### config.mk
export PLATFORM = sky130hd
export DESIGN_NAME = rga_matcher
export DESIGN_NICKNAME = d
export VERILOG_FILES = /design/src/rtl/rga_pkg.sv /design/src/rtl/rga_rr_pick.sv /design/src/rtl/rga_matcher.sv
export SDC_FILE = /design/constraint.sdc
export NUM_CORES = 1
export LEC_CHECK = 0
export BUFFER_PORTS_ARGS = -buffer_cell sky130_fd_sc_hd__clkbuf_2
export CAP_MARGIN = 10
export CELL_PAD_IN_SITES_DETAIL_PLACEMENT = 1
export CELL_PAD_IN_SITES_GLOBAL_PLACEMENT = 1
export CORE_ASPECT_RATIO = 0.8
export CORE_MARGIN = 2
export CORE_UTILIZATION = 42
export DETAILED_ROUTE_END_ITERATION = 12
export PLACE_DENSITY_LB_ADDON = 0.12
export SLEW_MARGIN = 20
export SYNTH_ARGS = -nofsm -noshare
export SYNTH_HDL_FRONTEND = slang
export SYNTH_SLANG_ARGS = --single-unit
### constraint.sdc
create_clock -name clk -period 3.1 [get_ports clk]
set_clock_uncertainty 0.15 [all_clocks]
set_input_delay 0.465 -clock clk [delete_from_list [all_inputs] [get_ports clk]]
set_output_delay 0.465 -clock clk [all_outputs]
set_load 0.005 [all_outputs]
### src/rtl/rga_pkg.sv
package rga_pkg;
    // Increment modulo n, used for round-robin pointer updates
    function automatic int unsigned wrap_inc(int unsigned x, int unsigned n);
        return (x + 1 >= n) ? 0 : x + 1;
    endfunction
endpackage

### src/rtl/rga_rr_pick.sv
module rga_rr_pick #(
    parameter int N  = 4,
    parameter int IW = 2
) (
    input  logic [N-1:0]  cand,
    input  logic [IW-1:0] ptr,
    output logic          hit,
    output logic [IW-1:0] idx
);
    // First set candidate at or after ptr, wrapping modulo N
    always_comb begin
        hit = 1'b0;
        idx = '0;
        for (int k = 0; k < N; k++) begin
            int unsigned p;
            p = int'(ptr) + k;
            if (p >= N) p = p - N;
            if (!hit && cand[p]) begin
                hit = 1'b1;
                idx = IW'(p);
            end
        end
    end
endmodule

### src/rtl/rga_matcher.sv
module rga_matcher #(
    parameter int N    = 4,
    parameter int ITER = 4,
    localparam int IW  = (N > 1) ? $clog2(N) : 1,
    localparam int CW  = $clog2(ITER + 1)
) (
    input  logic            clk,
    input  logic            rst_n,
    input  logic            start,
    input  logic [N*N-1:0]  req,
    output logic            busy,
    output logic            done,
    output logic [N-1:0]    match_vld,
    output logic [N*IW-1:0] match_idx
);
    import rga_pkg::*;

    typedef struct packed {
        logic                   busy;
        logic                   done;
        logic [CW-1:0]          iter;
        logic [N-1:0][N-1:0]    req;
        logic [N-1:0]           imat;
        logic [N-1:0]           omat;
        logic [N-1:0][IW-1:0]   midx;
        logic [N-1:0][IW-1:0]   gptr;
        logic [N-1:0][IW-1:0]   aptr;
    } state_t;

    state_t st_q, st_d;

    logic [N-1:0]  gcand [N];
    logic [N-1:0]  ghit;
    logic [IW-1:0] gidx  [N];
    logic [N-1:0]  acand [N];
    logic [N-1:0]  ahit;
    logic [IW-1:0] aidx  [N];

    // Grant stage: each free output picks one free requesting input
    for (genvar j = 0; j < N; j++) begin : g_grant
        always_comb begin
            for (int i = 0; i < N; i++)
                gcand[j][i] = st_q.req[i][j] & ~st_q.imat[i] & ~st_q.omat[j];
        end
        rga_rr_pick #(.N(N), .IW(IW)) i_gpick (
            .cand(gcand[j]), .ptr(st_q.gptr[j]), .hit(ghit[j]), .idx(gidx[j])
        );
    end

    // Accept stage: each free input picks one of the grants it received
    for (genvar i = 0; i < N; i++) begin : g_accept
        always_comb begin
            for (int j = 0; j < N; j++)
                acand[i][j] = ghit[j] && (gidx[j] == IW'(i)) && !st_q.imat[i];
        end
        rga_rr_pick #(.N(N), .IW(IW)) i_apick (
            .cand(acand[i]), .ptr(st_q.aptr[i]), .hit(ahit[i]), .idx(aidx[i])
        );
    end

    always_comb begin
        logic added;
        st_d      = st_q;
        st_d.done = 1'b0;
        added     = 1'b0;
        if (!st_q.busy) begin
            if (start) begin
                st_d.busy = 1'b1;
                st_d.req  = req;
                st_d.imat = '0;
                st_d.omat = '0;
                st_d.midx = '0;
                st_d.iter = '0;
            end
        end else begin
            for (int i = 0; i < N; i++) begin
                if (ahit[i]) begin
                    added             = 1'b1;
                    st_d.imat[i]      = 1'b1;
                    st_d.omat[aidx[i]] = 1'b1;
                    st_d.midx[i]      = aidx[i];
                    if (st_q.iter == '0) begin
                        st_d.aptr[i]       = IW'(wrap_inc(int'(aidx[i]), N));
                        st_d.gptr[aidx[i]] = IW'(wrap_inc(i, N));
                    end
                end
            end
            st_d.iter = st_q.iter + 1'b1;
            if (!added || (st_q.iter + 1'b1 == CW'(ITER))) begin
                st_d.busy = 1'b0;
                st_d.done = 1'b1;
            end
        end
    end

    always_ff @(posedge clk or negedge rst_n) begin
        if (!rst_n) st_q <= '0;
        else        st_q <= st_d;
    end

    assign busy      = st_q.busy;
    assign done      = st_q.done;
    assign match_vld = st_q.imat;
    assign match_idx = st_q.midx;

    // ---------------- assertions ----------------
    assert_start_ignored_R1: assert property (@(posedge clk) disable iff (!rst_n)
        st_q.busy |=> $stable(st_q.req));

    for (genvar a = 0; a < N; a++) begin : g_chk
        for (genvar b = a + 1; b < N; b++) begin : g_pair
            assert_unique_out_R2: assert property (@(posedge clk) disable iff (!rst_n)
                (st_q.done && st_q.imat[a] && st_q.imat[b]) |-> (st_q.midx[a] != st_q.midx[b]));
        end
        assert_requested_R3: assert property (@(posedge clk) disable iff (!rst_n)
            (st_q.done && st_q.imat[a]) |-> st_q.req[a][st_q.midx[a]]);
        if (ITER >= N) begin : g_max
            assert_maximal_R4: assert property (@(posedge clk) disable iff (!rst_n)
                st_q.done |-> (st_q.imat[a] || ((st_q.req[a] & ~st_q.omat) == '0)));
        end
    end

    assert_ptr_first_only_R6: assert property (@(posedge clk) disable iff (!rst_n)
        !(st_q.busy && st_q.iter == '0) |=> ($stable(st_q.gptr) && $stable(st_q.aptr)));

    assert_done_pulse_R7: assert property (@(posedge clk) disable iff (!rst_n)
        st_q.done |=> !st_q.done);

    assert_hold_R9: assert property (@(posedge clk) disable iff (!rst_n)
        (!st_q.busy && !start) |=> ($stable(st_q.imat) && $stable(st_q.midx)));
endmodule

==> metrics list, run 1 <==
- The initial antenna violation count was 0.
- The number of nets in the synthesized netlist is approximately 500.
- Drt total wl: about 18000 microns
- Detail Route met3 WL: 1138 microns
- Post-synthesis cell type count: 77
- Result of the run: finished, violations left
- Post-synthesis compound-gate area fraction: 25.92%
- CP Max Fanout: 6
- Violation count after the first detailed-route iteration: between 200 and 300
- Achievable clock frequency: 312.3 MHz
- Insertion delay to the later sink of the worst-skew pair: 0.30 ns
- Unrepaired setup endpoints after global routing: true
- IO Count: 33
- The count of endpoints failing hold in the final timing report came to 0.
- The Yosys step of the flow raised 0 warnings.
- Of the total synthesized cell area, the portion taken by full adders, half adders and majority gates is approximately 6.2%.
* Kind of launch point of the worst setup path: flop
* Violations in the final reports: DRC, setup timing
- The portion of synthesized area spent on multiplexers is approximately 3.7%.
* Cells after Synth: 464
- Setup violations remaining at the end of the flow were counted as 16.
- Met2 WL: between 8000 and 9000 microns
- Final WS setup: -0.1022 ns
- At the pin with the least slew margin, the transition time is between 0.7 and 0.8 ns.
- Finished Core Util: 62.11%
- Wire length of the first global-routing pass: between 20000 and 25000 microns
- Width of the chip: between 100 and 150 microns
* TritonCTS clock tree: yes
- During placement, the flow inserted port buffers numbering 32.
- Remaining number of nets flagged by the antenna check after routing: 0
- Synth-to-layout area growth: 42.40%
* Top-area cell type share of the netlist area: between 30 and 40%
- Dividing the synthesized area by the synthesized cell count gives ~8.6 sq um.
- Inserted Clock Buffers: 5
- Across the run, the number of max-cap violations was 0.
- Most used flip-flop cell after synthesis: sky130_fd_sc_hd__dfrtp_1
- Number of vias after detailed routing: 4389
- Clock input transition at the sequential cells of the worst setup and hold paths: 0.07 ns
* Antenna cells: 0
* Post-route non-filler standard cell count: between 600 and 700
* Main combinational cell family by area after synthesis: compound AO/OA/AOI/OAI gates
- In the synthesized netlist the async set-or-reset flop fraction comes to between 90% and 100%.
- Largest buffer count on any clock path: 2
- Top cell types by occurrence after synthesis: sky130_fd_sc_hd__nand2_1 (86), sky130_fd_sc_hd__dfrtp_1 (53), sky130_fd_sc_hd__inv_1 (29), sky130_fd_sc_hd__a21oi_1 (22), sky130_fd_sc_hd__ha_1 (19)
- After filler insertion, the fill cell instance count of the layout stands at roughly 1000.
* Largest net degree at the start of global routing: 54
- The die covers slightly above 10000 sq um.
* Net count reported at finish: between 600 and 700
- Clk sink count: 53
- Global routing finished with a remaining overflow of 0.
- Quantity of hold-fixing buffers added after cts: 0
- CTS built an H-tree with a depth of 2.
- The detailed router put a total of 6886 microns of wire on met1.
* Clock root buffer master: sky130_fd_sc_hd__clkbuf_16
- Measured against its own limit, the worst slew margin works out to between 40% and 50%.
- The floorplan has 31 rows.
* Drt via density: between 6 and 7
- After Yosys synthesis, XOR and XNOR cells account for less than 1% of the synthesized area.
* Critical path start-end classification: reg -> reg
- After synthesis the netlist holds a flip-flop and latch count of 53.
* Fin Setup TNS: -0.9050 ns
* Final count of pins violating max slew: 0
- The highest layer touched by signal routing is met4.
- The largest total area in the synthesized netlist belongs to sky130_fd_sc_hd__dfrtp_1.
* GRT Total Usage: between 30 and 40%
- Hold is met by 0.1496 ns.
* Detail Placement HPWL: roughly 11000 microns
- Final Cycle Share: 103.3%
- Kind of path behind the tightest hold check: in -> async
- The mapped netlist covers between 3000 and 4000 sq um.
- DIE HEIGHT: between 90 and 100 microns
- Shortest period the worst path allows: roughly 3.2 ns
* Placer's final routability congestion estimate: between 0.9 and 1
- Library cell with the highest instance count after synthesis: sky130_fd_sc_hd__nand2_1
* Part of the Yosys area used for sequential elements: 33.22%
* Post-route DRC violation count: 1
- Drt first pass iters: 9
- Counting tap cells, the placed design contains a total of approximately 660 instances.
- After synthesis, the cell types taking the most area are sky130_fd_sc_hd__dfrtp_1 (33%), sky130_fd_sc_hd__nand2_1 (8.1%), sky130_fd_sc_hd__ha_1 (6.0%).
* Required time worst endpoint: 3.12 ns
- EDFF count, synth: 0
- In the final layout, the share of cells above drive strength 1 is 46.48%.
* Arrival time of data at the critical path endpoint: about 3.2 ns
- In the final routed layout, each cell accounts on average for roughly 26 microns.
- Simple-gate share of the synthesized area: a little under a quarter
- Initial cell density of the core: 43.62%
- Number of global-route vias before repair: around 4500
- STA classifies the critical path endpoint as a flop.
* Core Footprint: between 9000 and 10000 sq um
[routing by layer]
| layer | global-route usage [%] | vias up |
|---|---|---|
| met5 | 0 | - |
| met4 | 10.16 | 0 |
| met3 | 5.007 | 54 |
| met2 | 50.15 | 218 |
| met1 | 39.60 | 2221 |
| li1 | - | 1896 |
[layout make-up]
class	instances	area [sq um]	area share [%]
clock buffer	5	125.1	2.201
clock inverter	1	5.005	0.08803
inverter	29	113.9	2.003
multi-input combinational	353	3069	53.98
sequential	53	1333	23.44
tap	115	143.9	2.531
timing repair buffer	127	895.9	15.76
[critical path, cell delays in order (launching register included)]
cell                       delay, ns
sky130_fd_sc_hd__dfrtp_2        0.47
sky130_fd_sc_hd__buf_6          0.14
sky130_fd_sc_hd__or3b_4         0.42
sky130_fd_sc_hd__o211ai_1       0.18
sky130_fd_sc_hd__o211ai_4       0.18
sky130_fd_sc_hd__and3_4         0.20
sky130_fd_sc_hd__buf_4          0.14
sky130_fd_sc_hd__a222oi_1       0.34
sky130_fd_sc_hd__o21ai_2        0.18
sky130_fd_sc_hd__ha_2           0.25
sky130_fd_sc_hd__a22oi_2        0.28
sky130_fd_sc_hd__a21oi_1        0.13
[repair_timing]
| item | 4_1_cts | 5_1_grt |
|---|---|---|
| resized for setup | 55 | 97 |
| pin swaps | 10 | 43 |
| endpoints found under the setup margin | 20 | 20 |
| setup buffers | 8 | 12 |
[through the flow]
step                setup WS, ns  instance area, sq um
detailed placement       -0.2964                  4673
floorplan                 0.1873                  3993
CTS                    -0.009957                  5104
global route             -0.1842                  5685
global placement         -0.1117                  4673
finish                   -0.1022                  5685
[worst paths after layout]
kind | slack (ns) | startpoint | to | cells after the start
hold reg to reg | 0.38 | st_q[40]$_DFFE_PN0P_ | st_q[40]$_DFFE_PN0P_ | 2
setup reg to reg | -0.10 | match_vld[2]$_DFFE_PN0P_ | st_q[24]$_DFFE_PN0P_ | 11
max in group asynchronous | 2.09 | rst_n | st_q[10]$_DFFE_PN0P_ | 2
min in group clk | 0.20 | req[11] | st_q[43]$_DFFE_PN0P_ | 3
hold / removal | 0.15 | rst_n | st_q[36]$_DFFE_PN0P_ | 2
setup / recovery | -0.10 | match_vld[2]$_DFFE_PN0P_ | st_q[24]$_DFFE_PN0P_ | 11
[logic make-up after synthesis]
family                     Yosys count
and+or+nand+nor                    181
xor gates and xnor gates             1
AOI/OAI and AO/OA                  137
adders and majority gates           20
muxes                               14
DFF                                 53
buffers and inverters               58
[registers in the layout, summed over array words and instances, names as in the netlist]
signal and cells:
done 1, match_idx 8, busy 1, match_vld 4
st_q 39
[layout by cell type (no fill, tap or decap), types with 4 or more instances in the layout]
cell type	n
sky130_fd_sc_hd__ha_1	4
sky130_fd_sc_hd__inv_2	6
sky130_fd_sc_hd__inv_1	21
sky130_fd_sc_hd__nor2b_1	9
sky130_fd_sc_hd__mux2_2	5
sky130_fd_sc_hd__mux2i_1	8
sky130_fd_sc_hd__ha_4	12
sky130_fd_sc_hd__o21ai_0	12
sky130_fd_sc_hd__a21o_1	4
sky130_fd_sc_hd__or3_4	6
sky130_fd_sc_hd__o221ai_4	4
sky130_fd_sc_hd__dfrtp_1	48
sky130_fd_sc_hd__clkbuf_16	5
sky130_fd_sc_hd__buf_6	6
sky130_fd_sc_hd__nor3_2	4
sky130_fd_sc_hd__nand4_1	4
sky130_fd_sc_hd__a22oi_2	5
sky130_fd_sc_hd__nand2_1	82
sky130_fd_sc_hd__dfrtp_2	5
sky130_fd_sc_hd__clkbuf_2	32
sky130_fd_sc_hd__o21ai_1	6
sky130_fd_sc_hd__nor2_1	12
sky130_fd_sc_hd__nand3_1	4
sky130_fd_sc_hd__buf_4	89
sky130_fd_sc_hd__o22ai_1	6
sky130_fd_sc_hd__nand2b_1	15
sky130_fd_sc_hd__o221ai_2	5
sky130_fd_sc_hd__a211oi_2	7
sky130_fd_sc_hd__a221oi_2	5
sky130_fd_sc_hd__a21oi_1	20
Power of run 1 is not shown: default switching activity piles up to over one toggle a cycle in this logic, so the estimate is an artifact.
==> run 2, diff against run 1 <==
--- a/config.mk
+++ b/config.mk
@@ -5,13 +5,14 @@
 export SDC_FILE = /design/constraint.sdc
 export NUM_CORES = 1
 export LEC_CHECK = 0
+export ABC_AREA = 1
 export BUFFER_PORTS_ARGS = -buffer_cell sky130_fd_sc_hd__clkbuf_2
 export CAP_MARGIN = 10
 export CELL_PAD_IN_SITES_DETAIL_PLACEMENT = 1
 export CELL_PAD_IN_SITES_GLOBAL_PLACEMENT = 1
 export CORE_ASPECT_RATIO = 0.8
 export CORE_MARGIN = 2
-export CORE_UTILIZATION = 42
+export CORE_UTILIZATION = 40
 export DETAILED_ROUTE_END_ITERATION = 12
 export PLACE_DENSITY_LB_ADDON = 0.12
 export SLEW_MARGIN = 20
==> run 2 against run 1 <==
The flow finishes with violations (setup timing). Utilization down 4.8 points. Hold slack worse by 0.13 ns. Non-clock buffer count rose by 28. Via count increased by 31%. Global-route usage is 1.4 points lower. Routed wire length grew 11%. Die area grew 30%. Critical endpoint is now st_q[27]$_DFFE_PN0P_. Largest cell class unchanged. Highest routed layer unchanged.
==> metrics list, run 2 <==
* Clk sink count: 53 (unchanged)
* First element of the critical path: st_q[12]$_DFFE_PN0P_
- The startpoint identified for the worst register-to-register timing path is st_q[12]$_DFFE_PN0P_.
- Met3 track demand over resource: 3.704% (-1.3 points)
* Clock input transition at the sequential cells of the worst setup and hold paths: 0.07 ns (about the same)
* Max FFs per register: 39 (unchanged)
- Achievable clock frequency: 286.3 MHz (-8.3%)
* Number of vias after detailed routing: 5766 (+31%)
- The first-pass GRT wire length came to 30650 microns (+25%).
- The number of buffers created by CTS is 5 (unchanged).
* EDFF count, synth: 0 (unchanged)
- The register bit total from synthesis was 53 (unchanged).
* Cell area after placement: 5798 sq um (+24%)
* Number of synthesis warnings: 0 (unchanged)
- Synthesized area per cell: 6.499 sq um (-24%)
- DIE HEIGHT: 104.1 microns (+14%)
* Quantity of hold-fixing buffers added after cts: 0 (unchanged)
- The floorplan core area came to 12210 sq um (+33%).
- Most frequent standard cell in the layout excluding fill and tap cells: sky130_fd_sc_hd__nand2_1
- The area share of the largest cell type after synthesis was 26.47% (-6.8 points).
- Kind of path behind the tightest hold check: in -> async
- Last element of the critical path: st_q[27]$_DFFE_PN0P_
- Cell repeated most along the worst path: sky130_fd_sc_hd__nand2_4
* Stage delay of the slowest cell on the critical path: 0.46 ns (about the same)
* Filler cell count in the final layout: 1563 (+50%)
* Unrepaired setup endpoints after global routing: true
- Largest buffer count on any clock path: 2 (unchanged)
- The synthesized design spends more area on one cell type than any other, namely sky130_fd_sc_hd__dfrtp_1.
- Shortest period the worst path allows: 3.493 ns (+0.2910 ns)
- Ranked by total cell area, the synthesized netlist is headed by sky130_fd_sc_hd__dfrtp_1 (26%), sky130_fd_sc_hd__nand2_1 (19%), sky130_fd_sc_hd__nand3_1 (14%).
- Drt first pass iters: 5 (-4)
- Net count reported at finish: 936 (+54%)
- The total number of placement rows is 36 (+16%).
* Final count of pins violating max slew: 0 (unchanged)
* FF-to-FF path depth: 24 (+13)
- Required time worst endpoint: 3.15 ns (+0.03 ns)
- The total global routing overflow was 0 (unchanged).
- Insertion delay to the later sink of the worst-skew pair: 0.30 ns (about the same)
- M1 GR Usage: 37.86% (-1.7 points)
- The weighted congestion reported at the end of routability-driven placement is 0.8909 (-3.6%).
- Kind of launch point of the worst setup path: flop
- Top cell types by occurrence after synthesis: sky130_fd_sc_hd__nand2_1 (260), sky130_fd_sc_hd__nand3_1 (144), sky130_fd_sc_hd__dfrtp_1 (53), sky130_fd_sc_hd__inv_1 (50), sky130_fd_sc_hd__nor2_1 (50)
- Antenna cells: 0 (unchanged)
- Worst reg2reg endpoint: st_q[27]$_DFFE_PN0P_
* Met2 track demand over resource in global routing: 48.20% (-2.0 points)
- The signal arrival time at the worst endpoint is 3.54 ns (+0.31 ns).
* Violations in the final reports: setup timing
- The sequential share of the synthesized area came to 26.47% (-6.8 points).
- Max-slew headroom: 47.61% (-1.6 points)
- Maximum capacitance violations: 0 (unchanged)
- TritonCTS built the clock tree.
- The count of H-tree levels built during CTS was 2 (unchanged).
* R2R Setup Slk: -0.39 ns (-0.29 ns)
- Number of global-route vias before repair: 6008 (+33%)
- The most used flip-flop cell after synthesis is sky130_fd_sc_hd__dfrtp_1.
- The HPWL after detailed placement was 13590 microns (+28%).
- The count of distinct cell types in the synthesized netlist was 44 (-43%).
- STA classifies the critical path endpoint as a flop.
- Width of the chip: 129.1 microns (+14%)
* Register bank with the most flops: st_q
- Commonest cells after routing, fill and taps aside: sky130_fd_sc_hd__nand2_1 (226), sky130_fd_sc_hd__buf_4 (114), sky130_fd_sc_hd__nand3_1 (94), sky130_fd_sc_hd__nand3_2 (55), sky130_fd_sc_hd__nand2_2 (49)
- Cell breakdown of the critical path: inv_4 > buf_12 > nand2_4 > nand2_4 > nand3_1 > nand2_4 > nand2_4 > nor2_4 > nand3_2 > nand2_4 > buf_12 > nor2_4 > nand2_1 > nand2_2 > buf_4 > o21ai_2 > nand4_4 > a21boi_4 > inv_2 > ha_4 > a21oi_1 > nand2_1 > nand2_1 > nand2_1
- Post-Syn Area: 5011 sq um (+26%)
* IO Count: 33 (unchanged)
- Violation count after the first detailed-route iteration: 253 (-15%)
- The flow ran to the end, but the final reports show violations.
* Cells after Synth: 771 (+66%)
- Clock tree synthesis selected as its root buffer the cell sky130_fd_sc_hd__clkbuf_16.
- Post-route DRC violation count: 0 (-1)
- Wire length per cell after detailed routing: 18.38 microns (-29%)
- Remaining number of nets flagged by the antenna check after routing: 0 (unchanged)
- Number of antenna violations at the first check in global routing: 0 (unchanged)
* Post-synthesis net count: 809 (+61%)
- Proportion of register bits with asynchronous set or reset after synthesis: 100.0% (unchanged)
- The mean number of vias per cell came to 5.394 (-16%).
* Routing layer with the top usage in global route: met2
* Port Buf Inserts: 32 (unchanged)
- The largest net degree at the start of global routing was 34 (-37%).
- Final WS setup: -0.3932 ns (-0.2910 ns)
- The area enclosed by the die boundary is 13440 sq um (+30%).
- The number of failing setup endpoints in the final timing report came to 21 (+5).
- Critical path start-end classification: reg -> reg
* Final Cycle Share: 112.7% (+9.4 points)
* Drt total wl: 19650 microns (+11%)
- Library cell with the highest instance count after synthesis: sky130_fd_sc_hd__nand2_1
- Hold Violations, Final: 0 (unchanged)
- The largest fanout on the critical path was 5 (-1).
- The fraction of layout instances using a drive strength above 1 came to 43.99% (-2.5 points).
- GRT Total Usage: 28.64% (-1.4 points)
- The slew of the pin with the lowest slew margin was 0.7850 ns (+0.02337 ns).
- The finished layout cell area came to 6994 sq um (+23%).
- Synth-to-layout area growth: 39.58%
- The initial cell density of the core came to 41.05% (-2.6 points).
- The largest individual stage delay along the critical path comes from the cell sky130_fd_sc_hd__dfrtp_2.
## run 2: cell types whose count changed in the layout (fill, tap and decap cells not counted), moves of 16 or more
cell	delta
sky130_fd_sc_hd__nand2_1	+144
sky130_fd_sc_hd__nand3_1	+90
sky130_fd_sc_hd__nand3_2	+53
sky130_fd_sc_hd__nand2_2	+46
sky130_fd_sc_hd__buf_4	+25
sky130_fd_sc_hd__nand2_4	+24
sky130_fd_sc_hd__inv_2	+17
sky130_fd_sc_hd__nor2_1	+17
sky130_fd_sc_hd__nor2_4	+16
## run 2: worst min-delay path by stage
stage / slack, ns / start / depth (start not counted) / to
finish: 0.02 / rst_n / 1 / st_q[50]$_DFFE_PN0P_
global route: 0.05 / rst_n / 1 / done$_DFF_PN0_
CTS: 0.03 / rst_n / 1 / st_q[50]$_DFFE_PN0P_
detailed placement: 0.33 / match_idx[1]$_DFFE_PN0P_ / 2 / match_idx[1]$_DFFE_PN0P_
global placement: 0.32 / match_idx[1]$_DFFE_PN0P_ / 2 / match_idx[1]$_DFFE_PN0P_
floorplan: 0.02 / rst_n / 0 / busy$_DFF_PN0_
## run 2: final cells by class
| cell class | instances | area, sq um | area share (%) |
|---|---|---|---|
| sequential | 53 | 1336 | 19.11 |
| timing repair buffer | 155 | 1152 | 16.48 |
| multi-input combinational | 618 | 3885 | 55.55 |
| tap | 171 | 214.0 | 3.059 |
| inverter | 65 | 264.0 | 3.775 |
| clock buffer | 7 | 142.6 | 2.039 |
## run 2: layer usage
metal,wire (microns),vias to the layer above
li1,-,2749
met1,8840,2835
met2,9674,134
met3,601,48
met4,537,0
met5,0,-
## run 2: cell families (layout without fill, tap and decap cells)
group                      after synthesis  after routing  share of synthesized area [%]
AOI/OAI and AO/OA                       56             56                          6.692
xor gates and xnor gates                 4              4                         0.6993
adders and majority gates               19             19                          4.744
buffers and inverters                  100            227                          9.588
DFF                                     53             53                          26.47
and+or+nand+nor                        539            539                          51.81
## run 2: what timing repair did
action / CTS / global route
pin swaps: 45 / 47
setup buffers: 21 / 17
hold endpoints to repair: 0 / 0
endpoints found under the setup margin: 21 / 30
gates resized for setup: 133 / 60
## run 2: through the flow
| stage | setup TNS, ns | setup WS, ns | instances | util, % | hold WS [ns] |
|---|---|---|---|---|---|
| after floorplan | 0 | 0.1687 | 771 | - | 0.01941 |
| after global placement | -4.095 | -0.4263 | 1024 | 47.50 | 0.3212 |
| after detailed placement | -5.839 | -0.5108 | 1024 | 47.50 | 0.3335 |
| after CTS | -1.545 | -0.1639 | 1052 | 53.84 | 0.02773 |
| after global routing | -9.447 | -0.5721 | 1069 | 57.30 | 0.04768 |
| final | -5.120 | -0.3932 | 1069 | 57.30 | 0.02210 |
## run 2: worst max-delay path, delay by kind of cell, from the launching register on
kind	cells	cell delay, ns
fa+ha+maj	1	0.20
simple gates	15	1.35
flops	1	0.46
compound gates	3	0.63
buf+inv	5	0.60
Power of run 2 is left out for the same reason.
